--- config.mk ---
export PLATFORM = sky130hd
export DESIGN_NAME = tx_word_formatter
export DESIGN_NICKNAME = d
export VERILOG_FILES = /design/src/rtl/tx_fmt_pkg.sv /design/src/rtl/tx_fmt_classify.sv /design/src/rtl/tx_fmt_idle_gen.sv /design/src/rtl/tx_fmt_select.sv /design/src/rtl/tx_word_formatter.sv
export SDC_FILE = /design/constraint.sdc
export NUM_CORES = 1
export LEC_CHECK = 0
export BUFFER_PORTS_ARGS = -buffer_cell sky130_fd_sc_hd__buf_2
export CELL_PAD_IN_SITES_DETAIL_PLACEMENT = 1
export CELL_PAD_IN_SITES_GLOBAL_PLACEMENT = 1
export CORE_ASPECT_RATIO = 2
export CORE_MARGIN = 10
export CORE_UTILIZATION = 29
export DETAILED_ROUTE_END_ITERATION = 8
export PLACE_DENSITY = 0.84
export SETUP_SLACK_MARGIN = 0.05
export SKIP_CTS_REPAIR_TIMING = 1
export SLEW_MARGIN = 20
export SYNTH_ARGS = -nofsm -noshare
export SYNTH_HDL_FRONTEND = slang
export SYNTH_SLANG_ARGS = --single-unit
--- constraint.sdc ---
create_clock -name clk -period 1.6 [get_ports clk]
set_clock_uncertainty 0.1 [all_clocks]
set_input_delay 0.16 -clock clk [delete_from_list [all_inputs] [get_ports clk]]
set_output_delay 0.16 -clock clk [all_outputs]
set_load 0.02 [all_outputs]
--- src/rtl/tx_fmt_pkg.sv ---
package tx_fmt_pkg;
  localparam int OVH_W  = 2;
  localparam int CODE_W = 5;
  localparam int PAY_W  = 16;
  localparam int FILL_W = 11;
  localparam int BODY_W = CODE_W + FILL_W + PAY_W;
  localparam int WORD_W = OVH_W + BODY_W;

  localparam logic [CODE_W-1:0] CODE_ALIGN = 5'b00000;
  localparam logic [CODE_W-1:0] CODE_IDLE  = 5'b00111;
  localparam logic [CODE_W-1:0] CODE_XDLY  = 5'b01000;
  localparam logic [PAY_W-1:0]  PAY_DFLT   = 16'hAAAA;

  typedef enum logic [3:0] {
    K_ALIGN  = 4'd0,
    K_IDLE   = 4'd1,
    K_LINK   = 4'd2,
    K_XCVR   = 4'd3,
    K_SWITCH = 4'd4,
    K_CARD   = 4'd5,
    K_FLOW   = 4'd6,
    K_HEADER = 4'd7,
    K_BAD    = 4'd8
  } word_kind_e;

  function automatic logic [WORD_W-1:0] make_cmd(input logic [OVH_W-1:0] ovh,
                                                 input logic [CODE_W-1:0] code,
                                                 input logic [PAY_W-1:0] pay);
    return {ovh, code, {FILL_W{1'b0}}, pay};
  endfunction
endpackage

--- src/rtl/tx_fmt_classify.sv ---
module tx_fmt_classify
  import tx_fmt_pkg::*;
(
  input  logic [OVH_W-1:0]  ovh,
  input  logic [CODE_W-1:0] code,
  output word_kind_e        kind
);
  always_comb begin
    kind = K_BAD;
    unique case (ovh)
      2'b01, 2'b10: kind = K_FLOW;
      2'b11:        kind = K_HEADER;
      default: begin
        unique case (code[4:3])
          2'b00: begin
            if (code == CODE_ALIGN)     kind = K_ALIGN;
            else if (code == CODE_IDLE) kind = K_IDLE;
            else                        kind = K_LINK;
          end
          2'b01: kind = code[0] ? K_BAD : K_XCVR;
          2'b10: kind = code[0] ? K_BAD : K_SWITCH;
          default: kind = code[0] ? K_BAD : K_CARD;
        endcase
      end
    endcase
  end
endmodule

--- src/rtl/tx_fmt_idle_gen.sv ---
module tx_fmt_idle_gen
  import tx_fmt_pkg::*;
#(
  parameter int NPORTS = 16
) (
  input  logic              cell_mode,
  input  logic              mark_now,
  input  logic [NPORTS-1:0] conn_map,
  output logic [WORD_W-1:0] idle_word
);
  logic [PAY_W-1:0] map_rev;
  logic [PAY_W-1:0] pay;
  logic [OVH_W-1:0] ovh;

  genvar gi;
  generate
    for (gi = 0; gi < PAY_W; gi++) begin : g_rev
      if (gi < NPORTS) begin : g_used
        assign map_rev[PAY_W-1-gi] = conn_map[gi];
      end else begin : g_pad
        assign map_rev[PAY_W-1-gi] = 1'b0;
      end
    end
  endgenerate

  assign pay       = cell_mode ? PAY_DFLT : map_rev;
  assign ovh       = (cell_mode && mark_now) ? 2'b11 : 2'b00;
  assign idle_word = make_cmd(ovh, CODE_IDLE, pay);
endmodule

--- src/rtl/tx_fmt_select.sv ---
module tx_fmt_select
  import tx_fmt_pkg::*;
(
  input  logic              out_en,
  input  logic              align_req,
  input  logic              xcmd_req,
  input  logic [3:0]        xcmd_val,
  input  logic              forced,
  input  logic              in_valid,
  input  logic [WORD_W-1:0] in_word,
  input  word_kind_e        in_kind,
  input  logic [WORD_W-1:0] idle_word,
  output logic              take,
  output logic [WORD_W-1:0] nxt_word,
  output word_kind_e        nxt_kind
);
  always_comb begin
    take     = 1'b0;
    nxt_word = idle_word;
    nxt_kind = K_IDLE;
    if (!out_en) begin
      nxt_word = make_cmd(2'b00, CODE_IDLE, '0);
    end else if (align_req) begin
      nxt_word = make_cmd(2'b00, CODE_ALIGN, PAY_DFLT);
      nxt_kind = K_ALIGN;
    end else if (xcmd_req) begin
      nxt_word = make_cmd(2'b00, CODE_XDLY, {PAY_DFLT[PAY_W-1:4], xcmd_val});
      nxt_kind = K_XCVR;
    end else if (!forced) begin
      take = 1'b1;
      if (in_valid && in_kind != K_BAD && in_kind != K_IDLE) begin
        nxt_word = in_word;
        nxt_kind = in_kind;
      end
    end
  end
endmodule

--- src/rtl/tx_word_formatter.sv ---
module tx_word_formatter
  import tx_fmt_pkg::*;
#(
  parameter int NPORTS = 16
) (
  input  logic              clk,
  input  logic              rst_n,
  input  logic              cell_mode,
  input  logic              cell_mark_en,
  input  logic              slot_last,
  input  logic              force_idle,
  input  logic              out_en,
  input  logic              align_req,
  input  logic              xcmd_req,
  input  logic [3:0]        xcmd_val,
  input  logic [NPORTS-1:0] conn_map,
  input  logic              in_valid,
  output logic              in_ready,
  input  logic [WORD_W-1:0] in_word,
  output logic              out_valid,
  input  logic              out_ready,
  output logic [WORD_W-1:0] out_word,
  output logic [3:0]        out_kind
);
  localparam int CODE_LSB = PAY_W + FILL_W;

  word_kind_e        in_kind;
  word_kind_e        nxt_kind;
  logic [WORD_W-1:0] idle_word;
  logic [WORD_W-1:0] nxt_word;
  logic              take;
  logic              load;

  assign load     = out_ready || !out_valid;
  assign in_ready = load && take;

  tx_fmt_classify u_classify (
    .ovh  (in_word[WORD_W-1 -: OVH_W]),
    .code (in_word[CODE_LSB +: CODE_W]),
    .kind (in_kind)
  );

  tx_fmt_idle_gen #(.NPORTS(NPORTS)) u_idle (
    .cell_mode (cell_mode),
    .mark_now  (cell_mark_en && slot_last),
    .conn_map  (conn_map),
    .idle_word (idle_word)
  );

  tx_fmt_select u_select (
    .out_en    (out_en),
    .align_req (align_req),
    .xcmd_req  (xcmd_req),
    .xcmd_val  (xcmd_val),
    .forced    (cell_mode && force_idle),
    .in_valid  (in_valid),
    .in_word   (in_word),
    .in_kind   (in_kind),
    .idle_word (idle_word),
    .take      (take),
    .nxt_word  (nxt_word),
    .nxt_kind  (nxt_kind)
  );

  always_ff @(posedge clk or negedge rst_n) begin
    if (!rst_n) begin
      out_valid <= 1'b0;
      out_word  <= '0;
      out_kind  <= K_ALIGN;
    end else if (load) begin
      out_valid <= 1'b1;
      out_word  <= nxt_word;
      out_kind  <= nxt_kind;
    end
  end

  AST_VALID_STICKS: assert property (@(posedge clk) disable iff (!rst_n)
    out_valid |=> out_valid);

  AST_STALL_HOLDS: assert property (@(posedge clk) disable iff (!rst_n)
    (out_valid && !out_ready) |=> ($stable(out_word) && $stable(out_kind)));

  AST_STALL_NO_TAKE: assert property (@(posedge clk) disable iff (!rst_n)
    (out_valid && !out_ready) |-> !in_ready);

  AST_DISABLED_NO_TAKE: assert property (@(posedge clk) disable iff (!rst_n)
    !out_en |-> !in_ready);

  AST_FORCED_NO_TAKE: assert property (@(posedge clk) disable iff (!rst_n)
    (cell_mode && force_idle) |-> !in_ready);

  AST_IDLE_LAYOUT: assert property (@(posedge clk) disable iff (!rst_n)
    (out_valid && out_kind == K_IDLE) |->
      (out_word[CODE_LSB +: CODE_W] == CODE_IDLE && out_word[PAY_W +: FILL_W] == '0));

  AST_MARK_SOURCE: assert property (@(posedge clk) disable iff (!rst_n)
    (out_valid && out_kind == K_IDLE && out_word[WORD_W-1 -: OVH_W] == 2'b11 &&
     $past(out_ready || !out_valid)) |->
      $past(cell_mode && cell_mark_en && slot_last));
endmodule

# Word-level counts from Yosys, hierarchy flattened
# Cells that the tools add are included.
dict set report classes {
  eq_ne 8
  muxes 23
  n_reduce_logical 11
}
# op n
set ops {}
lappend ops {{$mux 34} 5}
lappend ops {{$mux 4} 9}
lappend ops {{$mux 16} 1}
lappend ops {{$pmux 4 s3} 1}
lappend ops {{$pmux 4 s2} 1}
lappend ops {{$eq 2x2->1 const B} 3}
lappend ops {{$logic_and 1x1->1} 6}
lappend ops {{$eq 5x3->1 const B} 1}
lappend ops {{$logic_not 5->1} 1}
lappend ops {{$eq 2x1->1 const B} 2}
lappend ops {{$mux 1} 4}
lappend ops {{$mux 2} 2}
lappend ops {{$ne 4x1->1 const B} 1}
lappend ops {{$ne 4x4->1 const B} 1}
lappend ops {{$logic_not 2->1} 1}
lappend ops {{$reduce_or 2->1} 1}
lappend ops {{$logic_not 1->1} 1}
lappend ops {{$logic_or 1x1->1} 1}
dict set report totals {
  ff_bits 39
  word_cells 45
  out_inout_bits 40
  in_bits 65
}

# Longest topological paths before layout
# Gate-level depths: netlist of the first run.
dict set report depth {
  depth_word 13
  mapped_depth 6
  depth_no_buf 4
}

# Hierarchy
# From an unflattened synthesis of the first run, not the netlist that was laid out.
dict set report hier_totals {
  hier_cells 270
  area_unflattened_um2 2507.4
}
# module n_inst cells_each area_each_um2 seq_area_each_um2
set by_module_without_submodules {}
lappend by_module_without_submodules {tx_word_formatter 1 86 1506.4 975.9}
lappend by_module_without_submodules {tx_fmt_select 1 133 649.4 0.0}
lappend by_module_without_submodules {tx_fmt_idle_gen 1 37 261.5 0.0}
lappend by_module_without_submodules {tx_fmt_classify 1 14 90.1 0.0}

# Least setup slack after synthesis of the first run
# Ideal clock, no wire load.
dict set report synth_path {
  kind {reg2reg}
  startpoint {reg out_valid}
  endpoint {reg out_word[17]}
  n_path_buf 2
  required_time_ns 1.434
  setup_time_ns 0.066
  setup_slack_ns -0.118
  arrival_ns 1.552
  stages_incl_launch_ff 7
  cell_sequence {dfrtp_1 nand2b_1 clkbuf_1 nand3_1 nor3b_2 buf_2 a22o_1}
}
dict set report synth_via {
  elab_chain_cells 2
}
# item line
set synth_lines {}
lappend synth_lines {{start, declared} tx_word_formatter.sv:20} ;# output logic out_valid,
lappend synth_lines {{start signal, assigned} tx_word_formatter.sv:67} ;# out_valid <= 1'b0;
lappend synth_lines {{start signal, assigned} tx_word_formatter.sv:71} ;# out_valid <= 1'b1;
lappend synth_lines {{$logic_not 1->1} tx_word_formatter.sv:34} ;# assign load = out_ready || !out_valid;
lappend synth_lines {{$logic_or 1x1->1} tx_word_formatter.sv:34}
lappend synth_lines {{end signal, assigned} tx_word_formatter.sv:72} ;# out_word <= nxt_word;
lappend synth_lines {{end, declared} tx_word_formatter.sv:22} ;# output logic [WORD_W-1:0] out_word,
# Every way passes these cells.
# A chain may end at the register's enable or synchronous reset.

# Worst setup path in the final report of the first run
dict set report layout_path {
  startpoint {reg out_valid}
  endpoint {out in_ready}
}
dict set report layout_via {
  elab_chain_cells 3
}
# item line
set layout_lines {}
lappend layout_lines {{$logic_not 1->1} tx_word_formatter.sv:34}
lappend layout_lines {{$logic_or 1x1->1} tx_word_formatter.sv:34}
lappend layout_lines {{$logic_and 1x1->1} tx_word_formatter.sv:35} ;# assign in_ready = load && take;
lappend layout_lines {{end, declared} tx_word_formatter.sv:18} ;# output logic in_ready,
# Every way passes these cells.

==> run summary, run 1 <==
======================================================================================
Maximum fanout encountered on the critical timing path ..................            4
Internal power component ................................................    0.00205 W
Final WS setup ..........................................................      82.6 ps
Global-route wire length before repair ..................................      12.4 mm
Count of clock tree sinks ...............................................           39
Final standard cell utilization of the core .............................        44.6%
Die outline width .......................................................      79.3 µm
Initial antenna violation count .........................................            1
Clock latency reported for the late side of the worst-skew pair .........       290 ps
Portion of total power attributed to the clock network ..................        42.0%
Post-placement cell count ...............................................          405
Hold slack final ........................................................     -6.85 ps
I/O Buffers .............................................................          104
Proportion of total power due to net switching ..........................        26.8%
Dominant cell by count in the synthesized netlist ....................... sky130_fd_sc_hd__dfrtp_1
Top delay family on crit path ...........................................   flip-flops
Number of buffers and inverters on the critical path ....................            2
Share of Yosys cell area claimed by the top area cell type ..............        47.9%
Tmin final ..............................................................      1520 ps
Run status .............................................................. complete, but fails checks
Total Neg Setup Slack ...................................................         0 ps
CTS Root Cell ........................................................... sky130_fd_sc_hd__clkbuf_16
Count of final hold-check violations ....................................            2
Synth Register Bits .....................................................           39
Count of unresolved DRC violations after routing ........................            0
CTS H-tree depth ........................................................            2
Pin count of the biggest net entering global routing ....................           39
Total number of placement rows ..........................................           43
Achievable frequency ....................................................    0.659 GHz
Combinational cell fraction of total power ..............................        19.8%
Synthesized area per cell ...............................................     10.0 µm²
Post-layout instance count excluding filler cells .......................          420
Worst Setup End Kind ....................................................  output port
Core Region .............................................................     6890 µm²
Die area ................................................................    11000 µm²
Failing checks ..........................................................  hold timing
Net count of the finished layout ........................................          393
Post-Syn Nets ...........................................................          268
Sequential share of power ...............................................        38.2%
Bufs on Longest Clock Path ..............................................            2
Peak supply drop ........................................................       431 µV
Min-Delay Path Class ....................................................       in2reg
Number of setup violations in the final report ..........................            0
Slowest stage cell on the critical path ................................. sky130_fd_sc_hd__dfrtp_2
Routed wire length ......................................................      8.22 mm
Power per unit of standard cell area ....................................   914 nW/µm²
Maximum capacitance violations ..........................................            0
Top_reg_cell synth ...................................................... sky130_fd_sc_hd__dfrtp_1
Setup Slack @ Placement .................................................     -66.4 ps
Count of boundary I/O pins ..............................................          105
Distinct cell type count of the synthesized netlist .....................           46
Overall track demand over capacity in global routing ....................        14.6%
Share of final-layout standard cells stronger than drive strength 1 .....        45.0%
Warnings, synthesis .....................................................            0
Main area contributors after synthesis .................................. sky130_fd_sc_hd__dfrtp_1 (48%), sky130_fd_sc_hd__a22o_1 (6.0%), sky130_fd_sc_hd__nand2_1 (4.0%)
Cell breakdown of the critical path ..................................... nand2b_4 > nand4_1 > inv_1 > buf_2
Final cycle utilization of the critical path ............................        94.8%
Critical path type ......................................................      reg2out
Average via count per standard cell .....................................         5.21
Final routed wire length divided by cell count ..........................      19.6 µm
Top cells by count, synth ............................................... sky130_fd_sc_hd__dfrtp_1 (39), sky130_fd_sc_hd__nand2_1 (22), sky130_fd_sc_hd__nor2_1 (17)
Total count of max-transition violations in the final report ............            0
Critical path startpoint category .......................................    flip-flop
Fraction of the yosys area taken by sequential cells ....................        47.9%
Number of buffers created by CTS ........................................            5
Number of flops mapped to enable cells by yosys .........................            0
Delay of the slowest cell on the worst path .............................       420 ps
Detailed-route via count ................................................         2187
Remaining global-route overflow .........................................            0
Clock transition at the registers of the reported paths .................        60 ps
FFs w/ async S/R, synth .................................................         100%
Height of the chip ......................................................       139 µm
Number of global-route vias before repair ...............................         2471
Switch Pwr ..............................................................   0.000752 W
Detailed Route Iter0 Violations .........................................           76
Netlist area before placement ...........................................     2040 µm²
Number of routed nets with antenna violations ...........................            0
Initial standard-cell utilization of the core ...........................        29.6%
Post-detail-place hpwl ..................................................      6.51 mm
Critical Path RT ........................................................      1340 ps
Yosys top cell by area .................................................. sky130_fd_sc_hd__dfrtp_1
CTS tree ................................................................        built
Mapped Cells ............................................................          203
Weighted congestion reported at the end of routability-driven placement .        0.835
First drt pass iteration count ..........................................            4
Data arrival time of the worst path .....................................      1260 ps
RSZ-0062 raised after global routing ....................................          yes
Area growth from synthesis to layout ....................................        50.6%
Static Leak .............................................................      1.56 nW
======================================================================================
-- path summary, 6_finish.rpt --
kind	end	start	cells after the start	slack [ps]
setup / recovery	in_ready	out_valid$_DFFE_PN0P_	4	80
hold / removal	out_word[20]$_DFFE_PN0P_	in_word[20]	2	-7
setup reg to reg	out_word[5]$_DFFE_PN0P_	out_valid$_DFFE_PN0P_	5	90
hold reg to reg	out_word[10]$_DFFE_PN0P_	out_word[10]$_DFFE_PN0P_	2	390
max in group asynchronous	out_word[7]$_DFFE_PN0P_	rst_n	3	680
min in group asynchronous	out_kind[2]$_DFFE_PN0P_	rst_n	2	250
-- routing by layer --
metal	up-vias	share of wire [%]	wire, µm	global-route usage (%)
li1	1009	-	-	-
met1	1068	32	2600	12.5
met4	0	5.8	474	10.2
met3	32	5.1	416	3.83
met5	-	0	0	0
met2	78	58	4730	27.3
-- flip-flops by register name, indices dropped and copies added (netlist names) --
| register | count |
|---|---|
| out_word | 34 |
| out_valid | 1 |
| out_kind | 4 |
-- cell type report --
cell class                      count  area [µm²]
Inverter                            4        15.0
Timing Repair Buffer              130         781
Tap cell                           90         113
Fill cell                         867        3810
Clock buffer                        6         139
Sequential cell                    39         977
Antenna cell                        1        2.50
Multi-Input combinational cell    148        1010
Clock inverter                      2        35.0
-- power by group through the flow --
stage | Sequential [W] | Clock, W | Combinational (W)
after floorplan | 0.00115 | 0 | 0.000195
after global placement | 0.00109 | 0 | 0.000528
after detailed placement | 0.00109 | 0 | 0.000543
after CTS | 0.00107 | 0.00121 | 0.000547
after global routing | 0.00108 | 0.00124 | 0.000605
final | 0.00107 | 0.00118 | 0.000556
-- cell families after synthesis --
group                  synth area share, %
flip-flops                            47.9
AO/OA/AOI/OAI                         25.3
multiplexers                          3.93
AND/OR/NAND/NOR                       19.1
other                                0.184
buffers and inverters                 3.62
-- layout by cell type, fill, tap and decap left out, types with 3 or more instances in the layout --
| cell | instances |
|---|---|
| sky130_fd_sc_hd__a211oi_1 | 3 |
| sky130_fd_sc_hd__a22o_1 | 14 |
| sky130_fd_sc_hd__nand2_1 | 22 |
| sky130_fd_sc_hd__nand3_1 | 3 |
| sky130_fd_sc_hd__nor2_1 | 15 |
| sky130_fd_sc_hd__buf_2 | 104 |
| sky130_fd_sc_hd__nand2b_1 | 3 |
| sky130_fd_sc_hd__dlygate4sd3_1 | 6 |
| sky130_fd_sc_hd__nor3_1 | 8 |
| sky130_fd_sc_hd__buf_12 | 4 |
| sky130_fd_sc_hd__o311ai_1 | 6 |
| sky130_fd_sc_hd__buf_4 | 16 |
| sky130_fd_sc_hd__clkbuf_16 | 5 |
| sky130_fd_sc_hd__a22oi_1 | 3 |
| sky130_fd_sc_hd__inv_1 | 4 |
| sky130_fd_sc_hd__o21ai_0 | 3 |
| sky130_fd_sc_hd__o21ai_1 | 6 |
| sky130_fd_sc_hd__dfrtp_1 | 38 |
| sky130_fd_sc_hd__nor2b_1 | 8 |
| sky130_fd_sc_hd__a21oi_1 | 4 |
| sky130_fd_sc_hd__o221a_2 | 3 |
| sky130_fd_sc_hd__nand3b_1 | 4 |
| sky130_fd_sc_hd__mux2i_1 | 8 |
-- per-stage QoR --
step	instance area (µm²)	power [W]
2_1_floorplan	2050	0.00135
3_3_place_gp	2820	0.00161
3_5_place_dp	2820	0.00163
4_1_cts	2990	0.00283
5_1_grt	3070	0.00292
6_report	3070	0.00281
(Power assumes the default switching activity.)
==> run 2: changes to the inputs <==
Settings changed: ABC_AREA from default to 1, CORE_UTILIZATION 29 to 28, PLACE_DENSITY 0.84 to 0.85.
==> run summary, run 2 <==
======================================================================================
Post-Syn Nets ...........................................................          319   was 268
Number of flops mapped to enable cells by yosys .........................            0   unchanged
Routed wire length ......................................................      7.86 mm   was 8.22 mm
Internal power component ................................................    0.00197 W   was 0.00205 W
M3 GR Usage .............................................................        3.35%   was 3.83%
Yosys top cell by area .................................................. sky130_fd_sc_hd__dfrtp_1   unchanged
Top cells by count, synth ............................................... sky130_fd_sc_hd__nand2_1 (95), sky130_fd_sc_hd__dfrtp_1 (39), sky130_fd_sc_hd__nand3_1 (16)   was sky130_fd_sc_hd__dfrtp_1 (39), sky130_fd_sc_hd__nand2_1 (22), sky130_fd_sc_hd__nor2_1 (17)
Bufs on Longest Clock Path ..............................................            2   unchanged
Main area contributors after synthesis .................................. sky130_fd_sc_hd__dfrtp_1 (49%), sky130_fd_sc_hd__nand2_1 (18%), sky130_fd_sc_hd__a22o_1 (4.8%)   was sky130_fd_sc_hd__dfrtp_1 (48%), sky130_fd_sc_hd__a22o_1 (6.0%), sky130_fd_sc_hd__nand2_1 (4.0%)
Weighted congestion reported at the end of routability-driven placement .        0.855   was 0.835
Total count of max-transition violations in the final report ............            0   unchanged
Total number of placement rows ..........................................           43   unchanged
Share of Yosys cell area claimed by the top area cell type ..............        48.5%   was 47.9%
Mapped Cells ............................................................          254   was 203
Critical Path RT ........................................................      1340 ps   about the same
Final WS setup ..........................................................      42.7 ps   was 82.6 ps
Netlist area before placement ...........................................     2010 µm²   was 2040 µm²
CTS tree ................................................................        built   unchanged
Final routed wire length divided by cell count ..........................      16.7 µm   was 19.6 µm
CTS Root Cell ........................................................... sky130_fd_sc_hd__clkbuf_16   unchanged
Register area ...........................................................      977 µm²   unchanged
Achievable frequency ....................................................    0.642 GHz   was 0.659 GHz
Post-detail-place hpwl ..................................................      6.42 mm   was 6.51 mm
First drt pass iteration count ..........................................            4   unchanged
Total Neg Setup Slack ...................................................         0 ps   unchanged
Fraction of the yosys area taken by sequential cells ....................        48.5%   was 47.9%
Final cycle utilization of the critical path ............................        97.3%   was 94.8%
Top Registers ........................................................... out_word (34), out_kind (4), out_valid (1)   unchanged
Warnings, synthesis .....................................................            0   unchanged
Number of buffers created by CTS ........................................            5   unchanged
Detailed Route Iter0 Violations .........................................           74   was 76
Number of routed nets with antenna violations ...........................            0   unchanged
Proportion of total power due to net switching ..........................        27.3%   was 26.8%
Pin count of the biggest net entering global routing ....................           34   was 39
Power per unit of standard cell area ....................................   900 nW/µm²   was 914 nW/µm²
Remaining global-route overflow .........................................            0   unchanged
Clock latency reported for the late side of the worst-skew pair .........       280 ps   was 290 ps
Number of cells on the worst reg-to-reg path ............................            9   was 5
Number of fill cells ....................................................          907   was 867
Peak supply drop ........................................................       464 µV   was 431 µV
CTS H-tree depth ........................................................            2   unchanged
Share of final-layout standard cells stronger than drive strength 1 .....        41.2%   was 45.0%
Slack of the worst reg-to-reg path ......................................       140 ps   was 90 ps
Area growth from synthesis to layout ....................................        50.1%   was 50.6%
Slowest stage cell on the critical path ................................. sky130_fd_sc_hd__dfrtp_2   unchanged
Sequential share of power ...............................................        39.1%   was 38.2%
Combinational cell fraction of total power ..............................        18.9%   was 19.8%
Number of flip-flops in the largest register ............................           34   unchanged
Synthesized area per cell ...............................................     7.92 µm²   was 10.0 µm²
Clock transition at the registers of the reported paths .................        60 ps   about the same
Number of global-route vias before repair ...............................         2472   was 2471
Overall track demand over capacity in global routing ....................        13.7%   was 14.6%
Most frequent standard cell in the layout excluding fill and tap cells .. sky130_fd_sc_hd__buf_2   unchanged
Count of final hold-check violations ....................................            1   was 2
Min-Delay Path Class ....................................................       in2reg   unchanged
Static Leak .............................................................      1.70 nW   was 1.56 nW
I/O Buffers .............................................................          104   unchanged
Failing checks ..........................................................  hold timing   unchanged
Count of unresolved DRC violations after routing ........................            0   unchanged
Net count of the finished layout ........................................          445   was 393
Relative slew margins ...................................................        66.6%
Commonest non-fill, non-tap cells in the layout ......................... sky130_fd_sc_hd__buf_2 (103), sky130_fd_sc_hd__nand2_1 (94), sky130_fd_sc_hd__dfrtp_1 (38)   was sky130_fd_sc_hd__buf_2 (104), sky130_fd_sc_hd__dfrtp_1 (38), sky130_fd_sc_hd__nand2_1 (22)
Number of stages on the worst hold path .................................            2   unchanged
Synth Register Bits .....................................................           39   unchanged
Dominant cell by count in the synthesized netlist ....................... sky130_fd_sc_hd__nand2_1   was sky130_fd_sc_hd__dfrtp_1
Maximum fanout encountered on the critical timing path ..................            3   was 4
Initial antenna violation count .........................................            1   unchanged
Register name with the most flops .......................................     out_word   unchanged
Critical path startpoint category .......................................    flip-flop   unchanged
Core Region .............................................................     6990 µm²   was 6890 µm²
Height of the chip ......................................................       140 µm   was 139 µm
Multi-input logic area ..................................................      926 µm²   was 1010 µm²
Hold slack final ........................................................     -2.71 ps   was -6.85 ps
Worst Setup End Kind ....................................................  output port   unchanged
Die area ................................................................    11200 µm²   was 11000 µm²
Data arrival time of the worst path .....................................      1300 ps   was 1260 ps
Run status .............................................................. complete, but fails checks   unchanged
Initial standard-cell utilization of the core ...........................        28.7%   was 29.6%
Detailed-route via count ................................................         2205   was 2187
Die outline width .......................................................      79.9 µm   was 79.3 µm
Maximum capacitance violations ..........................................            0   unchanged
Number of setup violations in the final report ..........................            0   unchanged
Actual transition at the worst max-transition pin .......................       501 ps
Tmin final ..............................................................      1560 ps   was 1520 ps
Global Route met2 Usage .................................................        25.9%   was 27.3%
Layer with the highest usage ............................................         met2   unchanged
Distinct cell type count of the synthesized netlist .....................           27   was 46
Count of boundary I/O pins ..............................................          105   unchanged
Portion of total power attributed to the clock network ..................        42.1%   was 42.0%
Average via count per standard cell .....................................         4.67   was 5.21
FFs w/ async S/R, synth .................................................         100%   unchanged
Cell breakdown of the critical path ..................................... inv_2 > nor2_4 > inv_2 > nand2_4 > nor2_4 > nand2_4 > inv_4 > buf_6   was nand2b_4 > nand4_1 > inv_1 > buf_2
Top_reg_cell synth ...................................................... sky130_fd_sc_hd__dfrtp_1   unchanged
Switch Pwr ..............................................................   0.000742 W   was 0.000752 W
Delay of the slowest cell on the worst path .............................       400 ps   was 420 ps
Setup Slack @ Placement .................................................     -95.8 ps   was -66.4 ps
Count of clock tree sinks ...............................................           39   unchanged
Global-route met1 utilization ...........................................        12.4%   was 12.5%
RSZ-0062 raised after global routing ....................................          yes   unchanged
Global-route wire length before repair ..................................      12.1 mm   was 12.4 mm
Critical path type ......................................................      reg2out   unchanged
======================================================================================
## run 2: critical path: cells and delay by family (launching register included)
family | cells | cell delay [ps]
buffers and inverters | 4 | 320
DFF | 1 | 400
and+or+nand+nor | 4 | 300
## run 2: final cells by class
class                   count  share of cell area [%]
multi-input cells         187                    30.7
clock buffers               6                    4.27
repair buffers            127                    24.8
clock inverters             2                    1.24
inverters                  20                    2.78
flip-flops and latches     39                    32.4
diodes                      1                  0.0829
well taps                  90                    3.73
## run 2: routing by layer
metal / vias to the layer above / wire length, µm
met5: - / 0
met4: 0 / 306
met3: 19 / 429
met2: 69 / 4480
met1: 1050 / 2640
li1: 1067 / -
## run 2: worst paths after layout
| kind | start | endpoint |
|---|---|---|
| max | out_valid$_DFFE_PN0P_ | in_ready |
| min | in_word[23] | out_word[23]$_DFFE_PN0P_ |
| max reg2reg | out_valid$_DFFE_PN0P_ | out_word[19]$_DFFE_PN0P_ |
| min reg2reg | out_word[12]$_DFFE_PN0P_ | out_word[12]$_DFFE_PN0P_ |
| max in group asynchronous | rst_n | out_word[14]$_DFFE_PN0P_ |
| min in group asynchronous | rst_n | out_word[21]$_DFFE_PN0P_ |
## run 2: through the flow
step                      hold slack (ps)  instances  utilization, %  instance area (µm²)  total power, W
after floorplan                      -236        254               -                 2020         0.00132
after global placement               45.0        454            39.1                 2730         0.00156
after detailed placement             50.7        454            39.1                 2730         0.00157
after CTS                            -255        462            41.4                 2900         0.00273
after global routing                 2.03        472            43.1                 3020         0.00285
final                               -2.71        472            43.1                 3020         0.00272
## run 2: power groups by stage
stage	logic [W]	registers (W)	clock network (W)
2_1_floorplan	0.000186	0.00114	0
3_3_place_gp	0.000484	0.00108	0
3_5_place_dp	0.000497	0.00108	0
4_1_cts	0.000499	0.00106	0.00117
5_1_grt	0.000571	0.00107	0.00122
6_report	0.000513	0.00106	0.00114
## run 2: logic make-up (layout without fill, tap and decap cells)
family / after synthesis / count (layout) / share of synthesized area, %
AOI/OAI and AO/OA: 46 / 46 / 14.1
buffers and inverters: 28 / 155 / 6.35
DFF: 39 / 39 / 48.5
other: 1 / 2 / 0.187
and+or+nand+nor: 140 / 140 / 30.9
==> run 3: changes to the inputs <==
Settings changed: MAX_ROUTING_LAYER from default to met4, PLACE_DENSITY 0.85 to default, PLACE_DENSITY_LB_ADDON from default to 0.05.
==> run summary, run 3 (same netlist as run 2, synthesis figures left out) <==
======================================================================================
Initial standard-cell utilization of the core ...........................        28.7%   unchanged
Area growth from synthesis to layout ....................................        50.7%   was 50.1%
Total Neg Setup Slack ...................................................         0 ps   unchanged
Slowest stage cell on the critical path ................................. sky130_fd_sc_hd__dfrtp_2   unchanged
Worst Setup End Kind ....................................................  output port   unchanged
Top delay family on crit path ...........................................   flip-flops   unchanged
Failing checks ..........................................................  hold timing   unchanged
Detailed Route Iter0 Violations .........................................           84   was 74
Die area ................................................................    11200 µm²   unchanged
Number of setup violations in the final report ..........................            0   unchanged
Layer with the highest usage ............................................         met2   unchanged
M3 GR Usage .............................................................        3.35%   unchanged
Number of buffers created by CTS ........................................            5   unchanged
Remaining global-route overflow .........................................            0   unchanged
Power per unit of standard cell area ....................................   902 nW/µm²   was 900 nW/µm²
Overall power ...........................................................    0.00273 W   was 0.00272 W
Final cycle utilization of the critical path ............................        97.1%   was 97.3%
CTS H-tree depth ........................................................            2   unchanged
Area of all placed cells without fillers ................................     3030 µm²   was 3020 µm²
Global Route met2 Usage .................................................        23.2%   was 25.9%
Hold slack final ........................................................     -7.28 ps   was -2.71 ps
Total count of max-transition violations in the final report ............            0   unchanged
Global-route wire length before repair ..................................      11.9 mm   was 12.1 mm
Maximum capacitance violations ..........................................            0   unchanged
Data arrival time of the worst path .....................................      1290 ps   was 1300 ps
Min-Delay Path Class ....................................................       in2reg   unchanged
RSZ-0062 raised after global routing ....................................          yes   unchanged
Bufs on Longest Clock Path ..............................................            2   unchanged
Run status .............................................................. complete, but fails checks   unchanged
I/O Buffers .............................................................          104   unchanged
Height of the chip ......................................................       140 µm   unchanged
Sequential share of power ...............................................        38.8%   was 39.1%
Final WS setup ..........................................................      46.6 ps   was 42.7 ps
Critical Path RT ........................................................      1340 ps   about the same
CTS tree ................................................................        built   unchanged
Clock latency reported for the late side of the worst-skew pair .........       280 ps   about the same
Proportion of total power due to net switching ..........................        26.3%   was 27.3%
Final routed wire length divided by cell count ..........................      15.5 µm   was 16.7 µm
Most frequent standard cell in the layout excluding fill and tap cells .. sky130_fd_sc_hd__buf_2   unchanged
Detailed-route via count ................................................         2165   was 2205
Initial antenna violation count .........................................            0   was 1
Cell breakdown of the critical path ..................................... inv_2 > nor2_4 > inv_2 > nand2_4 > nor2_4 > nand2_4 > inv_4 > buf_6   unchanged
Global-route met1 utilization ...........................................        14.8%   was 12.4%
Core Region .............................................................     6990 µm²   unchanged
Combinational cell fraction of total power ..............................        18.6%   was 18.9%
Count of unresolved DRC violations after routing ........................            0   unchanged
Average via count per standard cell .....................................         4.54   was 4.67
Register name with the most flops .......................................     out_word   unchanged
First drt pass iteration count ..........................................            4   unchanged
Setup Slack @ Placement .................................................     -95.1 ps   was -95.8 ps
Total number of placement rows ..........................................           43   unchanged
Count of final hold-check violations ....................................            2   was 1
Switch Pwr ..............................................................   0.000719 W   was 0.000742 W
Die outline width .......................................................      79.9 µm   unchanged
Number of routed nets with antenna violations ...........................            0   unchanged
Tmin final ..............................................................      1550 ps   was 1560 ps
Number of buffers and inverters on the critical path ....................            4   unchanged
Number of global-route vias before repair ...............................         2402   was 2472
Maximum fanout encountered on the critical timing path ..................            3   unchanged
Portion of total power attributed to the clock network ..................        42.6%   was 42.1%
Critical path startpoint category .......................................    flip-flop   unchanged
Pin count of the biggest net entering global routing ....................           40   was 34
Count of clock tree sinks ...............................................           39   unchanged
Actual transition at the worst max-transition pin .......................       508 ps   was 501 ps
Area of placed instances ................................................     2800 µm²   was 2730 µm²
Number of flip-flops in the largest register ............................           34   unchanged
Overall track demand over capacity in global routing ....................        13.8%   was 13.7%
Commonest non-fill, non-tap cells in the layout ......................... sky130_fd_sc_hd__buf_2 (103), sky130_fd_sc_hd__nand2_1 (94), sky130_fd_sc_hd__dfrtp_1 (38)   unchanged
Weighted congestion reported at the end of routability-driven placement .        0.750   was 0.855
Diode count .............................................................            0   was 1
Delay of the slowest cell on the worst path .............................       400 ps   about the same
Relative slew margins ...................................................        66.1%   was 66.6%
Net count of the finished layout ........................................          451   was 445
Routed wire length ......................................................      7.42 mm   was 7.86 mm
Static Leak .............................................................      1.74 nW   was 1.70 nW
Clock transition at the registers of the reported paths .................        60 ps   about the same
Achievable frequency ....................................................    0.644 GHz   was 0.642 GHz
CTS Root Cell ........................................................... sky130_fd_sc_hd__clkbuf_16   unchanged
Count of boundary I/O pins ..............................................          105   unchanged
Peak supply drop ........................................................       333 µV   was 464 µV
Top Registers ........................................................... out_word (34), out_kind (4), out_valid (1)   unchanged
Critical path type ......................................................      reg2out   unchanged
Share of final-layout standard cells stronger than drive strength 1 .....        42.6%   was 41.2%
Internal power component ................................................    0.00201 W   was 0.00197 W
Post-detail-place hpwl ..................................................      6.11 mm   was 6.42 mm
======================================================================================
==> run 3: worst paths after layout <==
kind | from | to | slack (ps) | depth (start not counted)
hold / removal | in_word[10] | out_word[10]$_DFFE_PN0P_ | -7 | 3
min in group asynchronous | rst_n | out_word[22]$_DFFE_PN0P_ | 370 | 3
hold reg to reg | out_word[2]$_DFFE_PN0P_ | out_word[2]$_DFFE_PN0P_ | 370 | 2
setup reg to reg | out_valid$_DFFE_PN0P_ | out_word[24]$_DFFE_PN0P_ | 150 | 9
max in group asynchronous | rst_n | out_valid$_DFFE_PN0P_ | 660 | 3
setup / recovery | out_valid$_DFFE_PN0P_ | in_ready | 50 | 8
==> run 3: layout make-up <==
| cell class | count | area (µm²) |
|---|---|---|
| Fill cell | 926 | 3960 |
| Sequential cell | 39 | 977 |
| Multi-Input combinational cell | 187 | 922 |
| Timing Repair Buffer | 133 | 764 |
| Clock buffer | 6 | 139 |
| Tap cell | 90 | 113 |
| Inverter | 20 | 80.1 |
| Clock inverter | 2 | 35.0 |
==> run 3: metrics by stage <==
stage          util, %  cells
2_1_floorplan        -    254
3_3_place_gp      40.1    465
3_5_place_dp      40.1    465
4_1_cts           42.6    473
5_1_grt           43.3    477
6_report          43.3    477
==> run 3: worst min-delay path, delay by kind of cell <==
| family | cells | cell delay, ps |
|---|---|---|
| buf+inv | 1 | 80 |
| simple gates | 1 | 50 |
| compound gates | 1 | 60 |
==> run 3: layer usage <==
metal | share of wire (%) | up-vias
met5 | 0 | -
met4 | 2.1 | 0
met3 | 6.2 | 8
met2 | 53 | 71
met1 | 39 | 1004
li1 | - | 1082
==> run 3: power groups by stage <==
| stage | combinational (W) | clock [W] | sequential, W |
|---|---|---|---|
| CTS | 0.000512 | 0.00121 | 0.00106 |
| finish | 0.000508 | 0.00117 | 0.00106 |
| detailed placement | 0.000510 | 0 | 0.00108 |
| floorplan | 0.000186 | 0 | 0.00114 |
| global route | 0.000570 | 0.00125 | 0.00107 |
| global placement | 0.000504 | 0 | 0.00108 |
